**config.mk**
```make
export PLATFORM = sky130hd
export DESIGN_NAME = loop_nest_stack
export DESIGN_NICKNAME = d
export VERILOG_FILES = /design/src/rtl/loop_nest_pkg.sv /design/src/rtl/lns_decide.sv /design/src/rtl/lns_frame_store.sv /design/src/rtl/lns_err_flags.sv /design/src/rtl/loop_nest_stack.sv
export SDC_FILE = /design/constraint.sdc
export NUM_CORES = 1
export LEC_CHECK = 0
export BUFFER_PORTS_ARGS = -buffer_cell sky130_fd_sc_hd__buf_2
export CORE_UTILIZATION = 35
export CTS_CLUSTER_SIZE = 40
export DETAILED_ROUTE_END_ITERATION = 10
export PLACE_DENSITY_LB_ADDON = 0.1
export RECOVER_POWER = 50
export SYNTH_ARGS = -nofsm -noshare
export SYNTH_HDL_FRONTEND = slang
export SYNTH_SLANG_ARGS = --single-unit
export TNS_END_PERCENT = 100
```
**constraint.sdc**
```tcl
create_clock -name clk -period 4.6 [get_ports clk]
set_input_delay 0.23 -clock clk [delete_from_list [all_inputs] [get_ports clk]]
set_output_delay 0.23 -clock clk [all_outputs]
set_load 0.1 [all_outputs]
```
**src/rtl/loop_nest_pkg.sv**
```systemverilog
package loop_nest_pkg;

   typedef enum logic [1:0] {
      LN_IDLE  = 2'd0,
      LN_OPEN  = 2'd1,
      LN_CLOSE = 2'd2
   } ln_op_e;

   typedef enum logic [2:0] {
      ACT_NONE   = 3'd0,
      ACT_PUSH   = 3'd1,
      ACT_DEC    = 3'd2,
      ACT_POP    = 3'd3,
      ACT_REJECT = 3'd4
   } ln_act_e;

   // An open strobe wins over a simultaneous close strobe.
   function automatic ln_op_e ln_decode(input logic open_s, input logic close_s);
      if (open_s)
         return LN_OPEN;
      else if (close_s)
         return LN_CLOSE;
      else
         return LN_IDLE;
   endfunction

endpackage

```
**src/rtl/lns_decide.sv**
```systemverilog
module lns_decide
   import loop_nest_pkg::*;
#(
   parameter int DEPTH  = 8,
   parameter int CNT_W  = 20,
   parameter int ADDR_W = 16,
   localparam int DW    = $clog2(DEPTH + 1)
) (
   input  logic              loop_stb,
   input  logic              endloop_stb,
   input  logic [ADDR_W-1:0] pc,
   input  logic [CNT_W-1:0]  count_arg,
   input  logic [ADDR_W-1:0] target_arg,
   input  logic [DW-1:0]     depth,
   input  logic [CNT_W-1:0]  top_cnt,
   input  logic [ADDR_W-1:0] top_addr,
   output ln_act_e           action,
   output logic              top_match,
   output logic              branch_take,
   output logic [ADDR_W-1:0] next_pc,
   output logic              set_zero,
   output logic              set_ovf,
   output logic              set_unf
);

   localparam logic [DW-1:0] FULL = DW'(DEPTH);

   ln_op_e op;
   logic   empty;
   logic   full;
   logic   last_pass;

   assign op        = ln_decode(loop_stb, endloop_stb);
   assign empty     = (depth == '0);
   assign full      = (depth == FULL);
   assign top_match = !empty && (top_addr == pc);
   assign last_pass = (top_cnt <= CNT_W'(1));

   always_comb begin
      action   = ACT_NONE;
      set_zero = 1'b0;
      set_ovf  = 1'b0;
      set_unf  = 1'b0;
      unique case (op)
         LN_OPEN: begin
            if (top_match) begin
               action = ACT_NONE;
            end else if (count_arg == '0) begin
               action   = ACT_REJECT;
               set_zero = 1'b1;
            end else if (full) begin
               action  = ACT_REJECT;
               set_ovf = 1'b1;
            end else begin
               action = ACT_PUSH;
            end
         end
         LN_CLOSE: begin
            if (empty) begin
               action  = ACT_REJECT;
               set_unf = 1'b1;
            end else if (last_pass) begin
               action = ACT_POP;
            end else begin
               action = ACT_DEC;
            end
         end
         default: action = ACT_NONE;
      endcase
   end

   assign branch_take = (action == ACT_DEC);
   assign next_pc     = branch_take ? target_arg : pc + ADDR_W'(1);

endmodule

```
**src/rtl/lns_frame_store.sv**
```systemverilog
module lns_frame_store
   import loop_nest_pkg::*;
#(
   parameter int DEPTH  = 8,
   parameter int CNT_W  = 20,
   parameter int ADDR_W = 16,
   localparam int DW    = $clog2(DEPTH + 1)
) (
   input  logic              clk,
   input  logic              rst,
   input  ln_act_e           action,
   input  logic [CNT_W-1:0]  push_cnt,
   input  logic [ADDR_W-1:0] push_addr,
   output logic [DW-1:0]     depth,
   output logic [CNT_W-1:0]  top_cnt,
   output logic [ADDR_W-1:0] top_addr
);

   logic [CNT_W-1:0]  cnt_q  [DEPTH];
   logic [ADDR_W-1:0] addr_q [DEPTH];
   logic [DW-1:0]     depth_q;

   always_ff @(posedge clk) begin
      if (rst)
         depth_q <= '0;
      else if (action == ACT_PUSH)
         depth_q <= depth_q + DW'(1);
      else if (action == ACT_POP)
         depth_q <= depth_q - DW'(1);
   end

   for (genvar i = 0; i < DEPTH; i++) begin : g_slot
      logic is_next;
      logic is_top;
      assign is_next = (depth_q == DW'(i));
      assign is_top  = (depth_q == DW'(i + 1));

      always_ff @(posedge clk) begin
         if (rst) begin
            cnt_q[i]  <= '0;
            addr_q[i] <= '0;
         end else if (action == ACT_PUSH && is_next) begin
            cnt_q[i]  <= push_cnt;
            addr_q[i] <= push_addr;
         end else if (action == ACT_DEC && is_top) begin
            cnt_q[i]  <= cnt_q[i] - CNT_W'(1);
         end
      end
   end

   always_comb begin
      top_cnt  = '0;
      top_addr = '0;
      for (int i = 0; i < DEPTH; i++) begin
         if (depth_q == DW'(i + 1)) begin
            top_cnt  = cnt_q[i];
            top_addr = addr_q[i];
         end
      end
   end

   assign depth = depth_q;

endmodule

```
**src/rtl/lns_err_flags.sv**
```systemverilog
module lns_err_flags #(
   parameter int NFLAG = 3
) (
   input  logic             clk,
   input  logic             rst,
   input  logic [NFLAG-1:0] set_i,
   output logic [NFLAG-1:0] flag_o
);

   for (genvar i = 0; i < NFLAG; i++) begin : g_flag
      logic q;
      always_ff @(posedge clk) begin
         if (rst)
            q <= 1'b0;
         else if (set_i[i])
            q <= 1'b1;
      end
      assign flag_o[i] = q;
   end

endmodule

```
**src/rtl/loop_nest_stack.sv**
```systemverilog
module loop_nest_stack
   import loop_nest_pkg::*;
#(
   parameter int DEPTH  = 8,
   parameter int CNT_W  = 20,
   parameter int ADDR_W = 16
) (
   input  logic              clk,
   input  logic              rst,
   input  logic [ADDR_W-1:0] pc,
   input  logic              loop_stb,
   input  logic              endloop_stb,
   input  logic [CNT_W-1:0]  count_arg,
   input  logic [ADDR_W-1:0] target_arg,
   output logic              branch_take,
   output logic [ADDR_W-1:0] next_pc,
   output logic              err_zero,
   output logic              err_overflow,
   output logic              err_underflow
);

   localparam int DW = $clog2(DEPTH + 1);

   if (DEPTH < 2) begin : g_bad_depth
      $error("loop_nest_stack: DEPTH must be at least 2");
   end
   if (CNT_W < 2) begin : g_bad_cnt
      $error("loop_nest_stack: CNT_W must be at least 2");
   end
   if (ADDR_W < 1) begin : g_bad_addr
      $error("loop_nest_stack: ADDR_W must be at least 1");
   end

   ln_act_e           action;
   logic [DW-1:0]     depth_q;
   logic [CNT_W-1:0]  top_cnt;
   logic [ADDR_W-1:0] top_addr;
   logic              top_match;
   logic              set_zero, set_ovf, set_unf;
   logic [2:0]        flags;

   lns_decide #(
      .DEPTH(DEPTH), .CNT_W(CNT_W), .ADDR_W(ADDR_W)
   ) u_decide (
      .loop_stb    (loop_stb),
      .endloop_stb (endloop_stb),
      .pc          (pc),
      .count_arg   (count_arg),
      .target_arg  (target_arg),
      .depth       (depth_q),
      .top_cnt     (top_cnt),
      .top_addr    (top_addr),
      .action      (action),
      .top_match   (top_match),
      .branch_take (branch_take),
      .next_pc     (next_pc),
      .set_zero    (set_zero),
      .set_ovf     (set_ovf),
      .set_unf     (set_unf)
   );

   lns_frame_store #(
      .DEPTH(DEPTH), .CNT_W(CNT_W), .ADDR_W(ADDR_W)
   ) u_store (
      .clk       (clk),
      .rst       (rst),
      .action    (action),
      .push_cnt  (count_arg),
      .push_addr (pc),
      .depth     (depth_q),
      .top_cnt   (top_cnt),
      .top_addr  (top_addr)
   );

   lns_err_flags #(.NFLAG(3)) u_flags (
      .clk    (clk),
      .rst    (rst),
      .set_i  ({set_unf, set_ovf, set_zero}),
      .flag_o (flags)
   );

   assign err_zero      = flags[0];
   assign err_overflow  = flags[1];
   assign err_underflow = flags[2];

endmodule

```
==> out/qor.yml <==
yosysMostFrequentCell: "edfxtp_1"
hp-class: "input port to flip-flop"
drc: 0
syn_nets: 1719
postCtsSetupRepairBufs: 0
avgSynthCellArea_um2: 10.3
syn_to_final_growth_pct: 15.5
startpoint_type: "flip-flop"
synthesis.instances: 1650
die_height_um: 223
ir_worst_vdd_v: 0.000225
clock_sinks: 295
hold_violations: 0
yosys_warnings: 0
crit_arrival_ns: 4.80
drive_gt1_share_pct: 13.2
cp_top_family: "simple AND/OR/NAND/NOR gates"
skew_ns: 0.0197
cts_resized: 0
ant_nets: 0
drv_cap: 0
finalCritPeriodShare_pct: 95.5
fmax_mhz: 228
slew_headroom_pct: 9.00
drtIter0Drc: 1274
wl_met1_um: 27700
async_reset_ff_share_pct: 0
power.density_nw_per_um2: 426
place.gp.congestion: 0.846
synth.top_cells.by_area: "edfxtp_1 51%, xnor2_1 5.7%, nor3_1 4.8%, o22ai_1 2.9%, nand2_1 2.9%"
routedWlPerCell_um: 25.3
critical_path_required_ns: 5.01
fill_cells: 4696
fin_nets: 1783
grt_pass1_wl_um: 89000
path_clk_slew_ns: 0.06
yosys.cell_types.count: 73
critPathSlowestCell: "nor3_1"
row_count: 80
crit_buf_inv: 3
ys_ff_latch: 295
grt_setup_unrepaired: "no"
die-area_um2: 49600
slowest_delay_ns: 1.06
wl_met3_um: 4210
synth_common_cells: "288 x edfxtp_1, 165 x nor3_1, 130 x nand2_1, 111 x xnor2_1, 104 x nor2_1"
regArea_um2: 8790
ys.flop_type: "edfxtp_1"
finalSetupViolations: 0
highest_layer: "met5"
grt_start_max_net_pins: 45
yosysSeqAreaShare_pct: 51.6
io_pins: 76
critPathCaptureType: "flip-flop"
tightest_slew_ns: 1.35
instances_no_fill: 2358
cp_common_cell: "buf_4"
core_area_um2: 47800
wl_met2_um: 26300
clkLatencyLatePin_ns: 0.56
status: "finished clean"
crit_chain: "buf_4 > ha_1 > buf_4 > nor2b_1 > a221oi_1 > a311oi_1 > nor4b_1 > o2111ai_1 > a21oi_1 > nand3b_1 > buf_12 > nor3_1 > a22o_1"
viasPerCell: 5.97
grt_usage_pct: 24.0
die_w_um: 223
cts_hold_buf: 0
crit_type: "flip-flop to flip-flop"
p_leak_nw: 6.45
cts_tree: "built"
setup_tns_ns: 0
dp.cells: 2289
overflow: 0
grt_antenna_before_repair: 3
htree_levels: 2
synth_top_area_share_pct: 50.7
numPortBuffers: 75
drt_pre_antenna_iters: 5
cts-root-buf: "clkbuf_16"
synth_edf_count: 288
vias: 14100
multi_input_area_um2: 7630
numCtsBuffers: 38
synthesis.area_um2: 17000
final_core_util_pct: 41.1
drt-total-wl_um: 59700
grt_pass1_vias: 13400
clk_path_buf_depth: 3
period_needed_ns: 4.39
crit_path_max_fanout: 19
hpwl_um: 41700
yosysTopAreaCell: "edfxtp_1"
slew_viol_final: 0
initial_core_util_pct: 35.6
[metrics by stage]
stage	setup slack [ns]	total power [mW]	area (um2)	hold WS [ns]
4_1_cts	0.0271	8.41	19700	0.00139
3_3_place_gp	0.0530	5.56	18600	0.434
2_1_floorplan	0.0828	4.74	17000	0.417
6_report	0.208	8.38	19700	0.0375
5_1_grt	0.00650	8.68	19700	0.0484
3_5_place_dp	0.0698	5.56	18600	0.443
[per-layer routing]
metal / global-route usage, % / vias to the layer above
met3: 4.27 / 84
met2: 35.7 / 542
met4: 8.03 / 4
met1: 34.8 / 7000
met5: 0 / -
li1: - / 6448
[tightest hold or removal path: cells and delay by family]
kind,cells,cell delay [ns]
buffers and inverters,1,0.14
and+or+nand+nor,1,0.05
AOI/OAI and AO/OA,1,0.06
[registers in the layout (all words and copies together) (netlist names)]
name	cells
u_flags.g_flag.q	3
u_store.cnt_q	160
u_store.addr_q	128
u_store.depth	4
[where the power goes]
group	switching (mW)	internal, mW	total [mW]
Sequential	0.182	3.23	3.41
Combinational	1.40	0.713	2.12
Clock	1.23	1.61	2.85
Total	2.82	5.56	8.38
[layout by cell type, fill, tap and decap left out, drive strengths merged, types with 19 or more instances in the layout]
cell type / n
clkbuf: 63
nand3: 26
nand2: 130
o21ai: 45
xor2: 48
o32ai: 40
inv: 47
buf: 129
o2bb2ai: 24
nor4: 45
or3: 19
edfxtp: 288
a21oi: 50
nor2: 105
nand3b: 22
nor3: 165
xnor2: 111
nor2b: 22
o22ai: 79
[final cells by class]
cell class / instances / area share [%]
Antenna cell: 1 / 0.0127
Clock buffer: 46 / 5.09
Clock inverter: 22 / 0.769
Inverter: 46 / 0.896
Multi-Input combinational cell: 1187 / 38.7
Sequential cell: 295 / 44.6
Tap cell: 615 / 3.91
Timing Repair Buffer: 146 / 5.94
[path summary, 6_finish.rpt]
kind,start,to,slack (ns),cells after the start
worst min-delay path,count_arg[10],u_store.cnt_q[0][10],0.04,3
worst max register to register,u_store.depth[0],u_store.cnt_q[0][34],0.21,13
worst max-delay path,u_store.depth[0],u_store.cnt_q[0][34],0.21,13
worst min register to register,u_flags.g_flag[0].q,u_flags.g_flag[0].q,0.45,2
[logic make-up (layout without fill, tap and decap cells)]
group | after synthesis | count (layout) | synth area share, %
adders and majority gates | 13 | 13 | 0.954
xor gates and xnor gates | 159 | 159 | 8.17
DFF | 295 | 295 | 51.6
AOI/OAI and AO/OA | 354 | 354 | 14.7
muxes | 8 | 8 | 0.507
buffers and inverters | 168 | 260 | 4.08
and+or+nand+nor | 653 | 653 | 20.0
other | 0 | 1 | 0
(Power assumes the default switching activity.)
